--- src/rtl/tt_stim_pkg.sv ---
package tt_stim_pkg;

   // Fixed-point scale used while computing table contents
   localparam int FRAC_W = 30;
   // pi/2 scaled by 2^30
   localparam longint HALF_PI_Q = 64'sd1686629713;

   // Rounded sine entry k of a full-period table with 2^aw entries and peak amp.
   // Positive half-wave rounds half up; the negative half mirrors it, which gives
   // rounding half away from zero overall.
   function automatic int sine_entry(input int k, input int aw, input int amp);
      int     depth;
      int     quarter;
      int     q;
      int     m;
      bit     neg;
      longint x;
      longint x2;
      longint term;
      longint acc;
      longint v;
      depth   = 1 << aw;
      quarter = depth / 4;
      q       = k % (depth / 2);
      neg     = (k >= depth / 2);
      m       = (q > quarter) ? (depth / 2 - q) : q;
      x       = (longint'(m) * HALF_PI_Q) / longint'(quarter);
      x2      = (x * x) >>> FRAC_W;
      term    = x;
      acc     = x;
      for (int n = 1; n <= 9; n++) begin
         term = -(((term * x2) >>> FRAC_W) / longint'((2 * n) * (2 * n + 1)));
         acc  = acc + term;
      end
      v = (longint'(amp) * acc + (longint'(1) <<< (FRAC_W - 1))) >>> FRAC_W;
      return neg ? -int'(v) : int'(v);
   endfunction

endpackage

--- src/rtl/tt_phase_acc.sv ---
module tt_phase_acc #(
   parameter int PHASE_W = 24,
   parameter int ADDR_W  = 8
) (
   input  logic               clk,
   input  logic               rst_n,
   input  logic               en,
   input  logic [PHASE_W-1:0] ftw,
   output logic [ADDR_W-1:0]  addr
);

   if (PHASE_W < ADDR_W) begin : g_bad_width
      $error("tt_phase_acc: PHASE_W must be at least ADDR_W");
   end

   logic [PHASE_W-1:0] phase_q;

   always_ff @(posedge clk or negedge rst_n) begin
      if (!rst_n)   phase_q <= '0;
      else if (!en) phase_q <= '0;
      else          phase_q <= phase_q + ftw;
   end

   assign addr = phase_q[PHASE_W-1 -: ADDR_W];

   // a disabled edge parks the phase at zero
   p_hold_zero_r6: assert property (@(posedge clk) disable iff (!rst_n)
      !$past(en) |-> (phase_q == '0));

   // an enabled edge advances by exactly the tuning word, modulo 2^PHASE_W
   p_phase_step_r1: assert property (@(posedge clk) disable iff (!rst_n)
      ($past(en) && $past(rst_n)) |->
         (phase_q == PHASE_W'($past(phase_q) + $past(ftw))));

endmodule

--- src/rtl/tt_sine_rom.sv ---
module tt_sine_rom
   import tt_stim_pkg::*;
#(
   parameter int ADDR_W = 8,
   parameter int SAMP_W = 8
) (
   input  logic                     clk,
   input  logic                     rst_n,
   input  logic [ADDR_W-1:0]        addr,
   output logic signed [SAMP_W-1:0] samp
);

   localparam int DEPTH = 1 << ADDR_W;
   localparam int AMP   = (1 << (SAMP_W - 1)) - 1;

   if (ADDR_W < 4 || ADDR_W > 10) begin : g_bad_addr
      $error("tt_sine_rom: ADDR_W must lie in 4..10");
   end
   if (SAMP_W < 4 || SAMP_W > 16) begin : g_bad_samp
      $error("tt_sine_rom: SAMP_W must lie in 4..16");
   end

   logic signed [SAMP_W-1:0] tbl [DEPTH];

   for (genvar k = 0; k < DEPTH; k++) begin : g_entry
      localparam int VAL = sine_entry(k, ADDR_W, AMP);
      assign tbl[k] = SAMP_W'(VAL);
   end

   always_ff @(posedge clk or negedge rst_n) begin
      if (!rst_n) samp <= '0;
      else        samp <= tbl[addr];
   end

   // every sample stays inside the symmetric amplitude range
   p_sample_range_r2: assert property (@(posedge clk) disable iff (!rst_n)
      ($signed(samp) <= AMP) && ($signed(samp) >= -AMP));

endmodule

--- src/rtl/tt_tone_mix.sv ---
module tt_tone_mix #(
   parameter int SAMP_W    = 8,
   parameter bit REF_ALIGN = 1'b1
) (
   input  logic                     clk,
   input  logic                     rst_n,
   input  logic                     single,
   input  logic signed [SAMP_W-1:0] tone_a,
   input  logic signed [SAMP_W-1:0] tone_b,
   input  logic signed [SAMP_W-1:0] tone_r,
   output logic signed [SAMP_W:0]   stim,
   output logic signed [SAMP_W-1:0] ref_samp
);

   localparam int SUM_W = SAMP_W + 1;
   localparam int AMP   = (1 << (SAMP_W - 1)) - 1;

   logic signed [SUM_W-1:0] a_ext;
   logic signed [SUM_W-1:0] b_ext;

   assign a_ext = {tone_a[SAMP_W-1], tone_a};
   assign b_ext = single ? '0 : {tone_b[SAMP_W-1], tone_b};

   always_ff @(posedge clk or negedge rst_n) begin
      if (!rst_n) stim <= '0;
      else        stim <= a_ext + b_ext;
   end

   if (REF_ALIGN) begin : g_ref_reg
      always_ff @(posedge clk or negedge rst_n) begin
         if (!rst_n) ref_samp <= '0;
         else        ref_samp <= tone_r;
      end
      // reference sample leaves one stage after lookup, level with the sum
      p_ref_align_r5: assert property (@(posedge clk) disable iff (!rst_n)
         $past(rst_n) |-> (ref_samp == $past(tone_r)));
   end else begin : g_ref_direct
      assign ref_samp = tone_r;
   end

   // the summed word never exceeds twice the single-tone peak
   p_no_overflow_r3: assert property (@(posedge clk) disable iff (!rst_n)
      ($signed(stim) <= 2 * AMP) && ($signed(stim) >= -2 * AMP));

   // in single-tone mode the output is tone 1 alone
   p_single_tone_r7: assert property (@(posedge clk) disable iff (!rst_n)
      ($past(single) && $past(rst_n)) |-> ($signed(stim) == $signed($past(tone_a))));

endmodule

--- src/rtl/tt_stim_gen.sv ---
module tt_stim_gen #(
   parameter int PHASE_W = 24,
   parameter int ADDR_W  = 8,
   parameter int SAMP_W  = 8
) (
   input  logic                     clk_i,
   input  logic                     rst_ni,
   input  logic                     en_i,
   input  logic                     single_i,
   input  logic [PHASE_W-1:0]       fr1_i,
   input  logic [PHASE_W-1:0]       fr2_i,
   output logic signed [SAMP_W:0]   stim_o,
   output logic signed [SAMP_W-1:0] ref_o,
   output logic [PHASE_W-1:0]       ref_ftw_o
);

   localparam int NUM_CH = 3;
   localparam int CH_T1  = 0;
   localparam int CH_T2  = 1;
   localparam int CH_REF = 2;

   logic [PHASE_W-1:0]       ch_ftw  [NUM_CH];
   logic [ADDR_W-1:0]        ch_addr [NUM_CH];
   logic signed [SAMP_W-1:0] ch_samp [NUM_CH];

   // Upper third-order product: 2*f2 - f1, wrapping modulo the phase range
   assign ref_ftw_o      = (fr2_i << 1) - fr1_i;

   assign ch_ftw[CH_T1]  = fr1_i;
   assign ch_ftw[CH_T2]  = fr2_i;
   assign ch_ftw[CH_REF] = ref_ftw_o;

   for (genvar c = 0; c < NUM_CH; c++) begin : g_chan
      tt_phase_acc #(
         .PHASE_W (PHASE_W),
         .ADDR_W  (ADDR_W)
      ) acc_i (
         .clk   (clk_i),
         .rst_n (rst_ni),
         .en    (en_i),
         .ftw   (ch_ftw[c]),
         .addr  (ch_addr[c])
      );

      tt_sine_rom #(
         .ADDR_W (ADDR_W),
         .SAMP_W (SAMP_W)
      ) rom_i (
         .clk   (clk_i),
         .rst_n (rst_ni),
         .addr  (ch_addr[c]),
         .samp  (ch_samp[c])
      );
   end

   tt_tone_mix #(
      .SAMP_W    (SAMP_W),
      .REF_ALIGN (1'b1)
   ) mix_i (
      .clk      (clk_i),
      .rst_n    (rst_ni),
      .single   (single_i),
      .tone_a   (ch_samp[CH_T1]),
      .tone_b   (ch_samp[CH_T2]),
      .tone_r   (ch_samp[CH_REF]),
      .stim     (stim_o),
      .ref_samp (ref_o)
   );

   // outputs read zero while reset is held
   p_reset_quiet_r9: assert property (@(posedge clk_i)
      !rst_ni |-> (stim_o == '0 && ref_o == '0));

endmodule

--- config.mk ---
export PLATFORM = sky130hd
export DESIGN_NAME = tt_stim_gen
export DESIGN_NICKNAME = d
export VERILOG_FILES = /design/src/rtl/tt_stim_pkg.sv /design/src/rtl/tt_phase_acc.sv /design/src/rtl/tt_sine_rom.sv /design/src/rtl/tt_tone_mix.sv /design/src/rtl/tt_stim_gen.sv
export SDC_FILE = /design/constraint.sdc
export NUM_CORES = 1
export LEC_CHECK = 0
export ABC_AREA = 1
export ABC_CLOCK_PERIOD_IN_PS = 5400
export BUFFER_PORTS_ARGS = -buffer_cell sky130_fd_sc_hd__buf_4
export CAP_MARGIN = 20
export CELL_PAD_IN_SITES_DETAIL_PLACEMENT = 0
export CELL_PAD_IN_SITES_GLOBAL_PLACEMENT = 1
export CORE_MARGIN = 2
export CORE_UTILIZATION = 40
export CTS_CLUSTER_SIZE = 30
export DETAILED_ROUTE_END_ITERATION = 6
export PLACE_DENSITY_LB_ADDON = 0.1
export SYNTH_ARGS = -nofsm -noshare
export SYNTH_HDL_FRONTEND = slang
export SYNTH_HIERARCHICAL = 1
export SYNTH_SLANG_ARGS = --single-unit
--- constraint.sdc ---
create_clock -name clk_i -period 5.4 [get_ports clk_i]
set_clock_uncertainty 0.1 [all_clocks]
set_input_delay 0.27 -clock clk_i [delete_from_list [all_inputs] [get_ports clk_i]]
set_output_delay 0.27 -clock clk_i [all_outputs]
set_load 0.02 [all_outputs]
* After elaboration in Yosys (flattened, before gate mapping)
Memories as Yosys holds them, arrays and structs flattened. A register that Yosys moved wholly into a read port is not among the register bits. Index checks and enable logic that the tools add are counted.
Storage, ports and cells: flip-flop bits (word level) 89, memory bits (read-only) 6144, input port bits 52, output and inout bits 41, word-level logic and storage cells 23, memories kept 3
Cells by class: $add $sub $neg 5, muxes and demuxes 4, bitwise operators 3, reductions and logical operators 3
Memory list:
- (name not given) | words 256, width 8, rd ports 1, clocked after memory_dff 1, wr ports 0, line tt_sine_rom.sv:32 | else samp <= tbl[addr];
- (name not given) | words 256, width 8, rd ports 1, clocked after memory_dff 1, wr ports 0, line tt_sine_rom.sv:32
- (name not given) | words 256, width 8, rd ports 1, clocked after memory_dff 1, wr ports 0, line tt_sine_rom.sv:32
Operators by type and width (count):
- $add 24x24->24 | 3
- $mux 24 | 3
- $not 8->9 | 3
- $sub 24x24->24 | 1
- $add 8x9->9 | 1
- $mux 9 | 1
- $logic_not 1->1 | 3

* Logic depth before layout (Yosys ltp)
word-level depth 3, mapped depth 24, gate-level depth less buffers 24

* Hierarchy
The synthesis kept the hierarchy.
Modules (own cells, without submodules):
- tt_sine_rom | instances 3, cells an instance 412, area each 2028.2 um^2, sequential area each 200.2 um^2
- tt_phase_acc (g_chan[1].acc_i ...) | instances 2, cells an instance 420, area each 2549.9 um^2, sequential area each 600.6 um^2
- tt_phase_acc (g_chan[0].acc_i) | instances 1, cells an instance 421, area each 2502.4 um^2, sequential area each 600.6 um^2
- tt_stim_gen | instances 1, cells an instance 383, area each 1839.3 um^2, sequential area each 0.0 um^2
- tt_tone_mix | instances 1, cells an instance 103, area each 894.6 um^2, sequential area each 425.4 um^2

* Least setup slack after synthesis
No wires, ideal clock.
path kind input port to flip-flop, from input fr1_i[5], to register g_chan[2].acc_i.phase_q[17], setup time 0.119 ns, arrival 2.611 ns, data required time 5.181 ns, setup slack 2.570 ns, stages on the path 18, buffers on the path 0, path through inv_1 ha_1 nand2_1 inv_1 a21oi_1 nand2_2 nand2_1 nand2_1 xor2_1 ha_1 nand2_1 inv_1 a21oi_1 nor2_1 nor2_1 nand3_2 nand2_1 nor2_1
On the way: word-level cells in the longest chain between the ends 3
Ends and longest elaborated chain:
- start: declaration | line tt_stim_gen.sv:10 | input logic [PHASE_W-1:0] fr1_i,
- $sub 24x24->24 | line tt_stim_gen.sv:27 | assign ref_ftw_o = (fr2_i << 1) - fr1_i;
- named net ref_ftw_o[11] | line tt_stim_gen.sv:14 | output logic [PHASE_W-1:0] ref_ftw_o
- $add 24x24->24 | line tt_phase_acc.sv:21 | else phase_q <= phase_q + ftw;
- $mux 24 | line tt_phase_acc.sv:20 | else if (!en) phase_q <= '0;
- end signal: assignment | line tt_phase_acc.sv:21
- end: declaration | line tt_phase_acc.sv:16 | logic [PHASE_W-1:0] phase_q;
The timed path passes the listed nets, and every way through them passes these cells.

* Worst setup path in the final report
from input fr1_i[0], to register g_chan[2].acc_i.phase_q[17]
On the way: word-level cells in the longest chain between the ends 3
Ends and longest elaborated chain (line):
- $sub 24x24->24 | tt_stim_gen.sv:27
- $add 24x24->24 | tt_phase_acc.sv:21
- $mux 24 | tt_phase_acc.sv:20
Every way passes these cells.

==> qor.yml <==
status:
  status: "finished clean"
cts:
  cts_setup_buffers: 0
  clockBufferDepth: 2
  clk_pin_slew_ps: 70
  cts_buffers: 17
  worstSkewPairLatency_ps: 490
  clock_sinks: 113
  cts_tree: "done"
  cts_max_level: 4
  root_buffer: "clkbuf_16"
setup_path:
  endpoint_kind: "flip-flop"
  crit_path_frequent_cell: "nand2_1"
  critical_path.top_delay_family: "simple AND/OR/NAND/NOR gates"
  cp_cell_sequence: "dlygate4sd3_1 -> buf_4 -> inv_1 -> fa_1 -> nand2_1 -> nand2_1 -> nand4_1 -> nand3_1 -> nand2_1 -> nand2_1 -> nand2_1 -> nand2_1 -> ha_1 -> nand2_1 -> nor2_1 -> inv_1 -> nor3_1 -> nand2_2 -> nand3_2 -> nand2_1 -> nor2_1"
  path_class: "input pin to flip-flop"
  r2r_slack_ps: 2530
  critPathBufInv: 4
  cp_slowest_cell: "dlygate4sd3_1"
  start_kind: "input pin"
  cp_max_fo: 5
  critPathRequiredTime_ps: 5710
  crit_path_max_incr_delay_ps: 520
  cp.arrival_ps: 3630
placed_design:
  placedCellCount: 3535
  routabilityCongestion: 0.940
  place_area_mm2: 0.0173
  port_buffers: 92
  post-dp-hpwl_um: 45400
power:
  p_int_w: 0.00439
  power_frac_comb: 0.720
  switching_share: 0.581
  ir_drop_v: 0.000276
  leakagePower_nw: 10.9
  p_seq_frac: 0.155
  power_w: 0.0105
  p_clk_frac: 0.125
  p_switching_w: 0.00607
  p_per_area_mw_per_mm2: 580
logic_synthesis:
  syn_area_per_cell_um2: 5.50
  syn_inst: 2983
  synth-edff-count: 0
  synthArstFlopShare: 1.00
  synthDistinctLibCells: 43
  netlist_area_mm2: 0.0164
  yosysSeqAreaShare: 0.172
  synth_ff_type: "dfrtp_1"
  yosysWarnings: 6
  syn_nets: 3181
  ys_ff_latch: 113
route:
  wire_per_inst_um: 16.3
  via_count: 18056
  drtIter0Drc: 1595
  wirelength_um: 58100
  drt_first_pass_iters: 6
  vias_per_cell: 5.06
  drc: 0
  final_antenna_net_count: 0
hold_path:
  worstHoldPathType: "input pin to flip-flop"
floorplan:
  io_pins: 93
  rows: 74
  core_area_mm2: 0.0406
  die_x_um: 207
  initial_core_util: 0.404
  die_h_um: 207
  die-area_mm2: 0.0427
global_routing:
  grt-ovfl-total: 0
  track_usage: 0.279
  grt_pass1_vias: 16612
  grt_max_degree: 83
  antenna_found_initial: 0
  grt_pass1_wl_um: 91600
job:
  cap_viol_max_count: 0
timing:
  tns_ps: 0
  setup_viol: 0
  worstMarginPinSlew_ps: 1010
  hold_viol_final: 0
  slew_headroom: 0.329
  fin_crit_sh: 0.616
  rsz0062_at_grt: "false"
  max_freq_ghz: 0.300
  slew_violations: 0
  min_period_ps: 3330
finish:
  mostFrequentLayoutCell: "nand2_1"
  syn_to_final_growth_pct: 9.73
  layout_common_cells: "nand2_1 (1188), inv_1 (485), nor2_1 (275)"
  diodes: 0
  register_area_mm2: 0.00283
  finish.instance_area_mm2: 0.0180
  final-instance-count-excl-fill: 3570
  fin_nets: 3223
  drive_above_1_share: 0.0767
  fillers: 4561
  multi_input_area_mm2: 0.0112
cells by family after synthesis:
family / share of synthesized area
compound gates: 0.0842
fa+ha+maj: 0.114
xor+xnor: 0.0160
simple gates: 0.471
buf+inv: 0.143
flops: 0.172
registers in the layout (all words and copies together) (netlist names):
register and flops:
g_chan.acc_i/phase_q 72, g_chan.rom_i/samp 24, mix_i/ref_samp 8, mix_i/stim 9
cell usage after synthesis (6+ instances only):
cell type,n,share of area
xnor2_1,9,0.0048
xor2_1,21,0.011
nor2_2,24,0.0091
nand4_1,24,0.0091
buf_2,28,0.0085
nor2_1,275,0.063
a21oi_1,126,0.038
o22ai_1,6,0.0023
nor3_1,13,0.0040
dfrtp_1,113,0.17
buf_4,31,0.014
o21ai_0,95,0.029
nand3_1,261,0.080
inv_1,485,0.11
ha_1,141,0.11
nand2_2,34,0.013
clkbuf_1,13,0.0030
o21ai_1,12,0.0037
nand2_1,1188,0.27
inv_2,11,0.0025
nand3_2,10,0.0061
layer usage:
layer / up-vias / part of all wire / global-route usage
li1: 9293 / - / -
met1: 8091 / 0.48 / 0.396
met2: 612 / 0.44 / 0.433
met3: 60 / 0.063 / 0.0469
met4: 0 / 0.017 / 0.0770
met5: - / 0 / 0
per-stage QoR:
step | setup WS, ps | hold slack (ps) | utilization
after floorplan | 2570 | -126 | -
after global placement | 1990 | 232 | 0.427
after detailed placement | 2040 | 236 | 0.427
after CTS | 2120 | 29.4 | 0.443
after global routing | 1820 | 86.3 | 0.443
final | 2070 | 61.1 | 0.443
final timing paths:
kind,cells after the start,end,start
max in group asynchronous,3,g_chan[2].acc_i/phase_q[1]$_DFF_PN0_,rst_ni
min reg2reg,0,mix_i/ref_samp[0]$_DFF_PN0_,g_chan[2].rom_i/samp[0]$_DFF_PN0_
max,21,g_chan[2].acc_i/phase_q[17]$_DFF_PN0_,fr1_i[0]
min in group asynchronous,2,mix_i/stim[5]$_DFF_PN0_,rst_ni
max reg2reg,10,g_chan[0].rom_i/samp[0]$_DFF_PN0_,g_chan[0].acc_i/phase_q[17]$_DFF_PN0_
min,4,g_chan[0].acc_i/phase_q[1]$_DFF_PN0_,fr1_i[1]
power by group through the flow:
stage | combinational, W | clock (W) | sequential (W)
2_1_floorplan | 0.00569 | 0 | 0.00142
3_3_place_gp | 0.00742 | 0 | 0.00164
3_5_place_dp | 0.00739 | 0 | 0.00164
4_1_cts | 0.00743 | 0.00135 | 0.00163
5_1_grt | 0.00851 | 0.00138 | 0.00168
6_report | 0.00753 | 0.00131 | 0.00162
layout make-up:
| type | instances | share of cell area |
|---|---|---|
| clock buffers | 18 | 0.0244 |
| clock inverters | 14 | 0.0112 |
| inverters | 496 | 0.103 |
| multi-input cells | 2294 | 0.624 |
| flip-flops and latches | 113 | 0.157 |
| well taps | 532 | 0.0369 |
| repair buffers | 103 | 0.0435 |
tightest hold or removal path, delay by kind of cell:
family / cells / cell delay [ps]
buffers and inverters: 2 / 150
adders and majority gates: 1 / 160
and+or+nand+nor: 1 / 40
timing repair:
action	CTS	global route
endpoints found under the hold margin	83	0
gates resized for setup	0	0
hold buffers	3	0
Power figures use the tool's default switching activity.
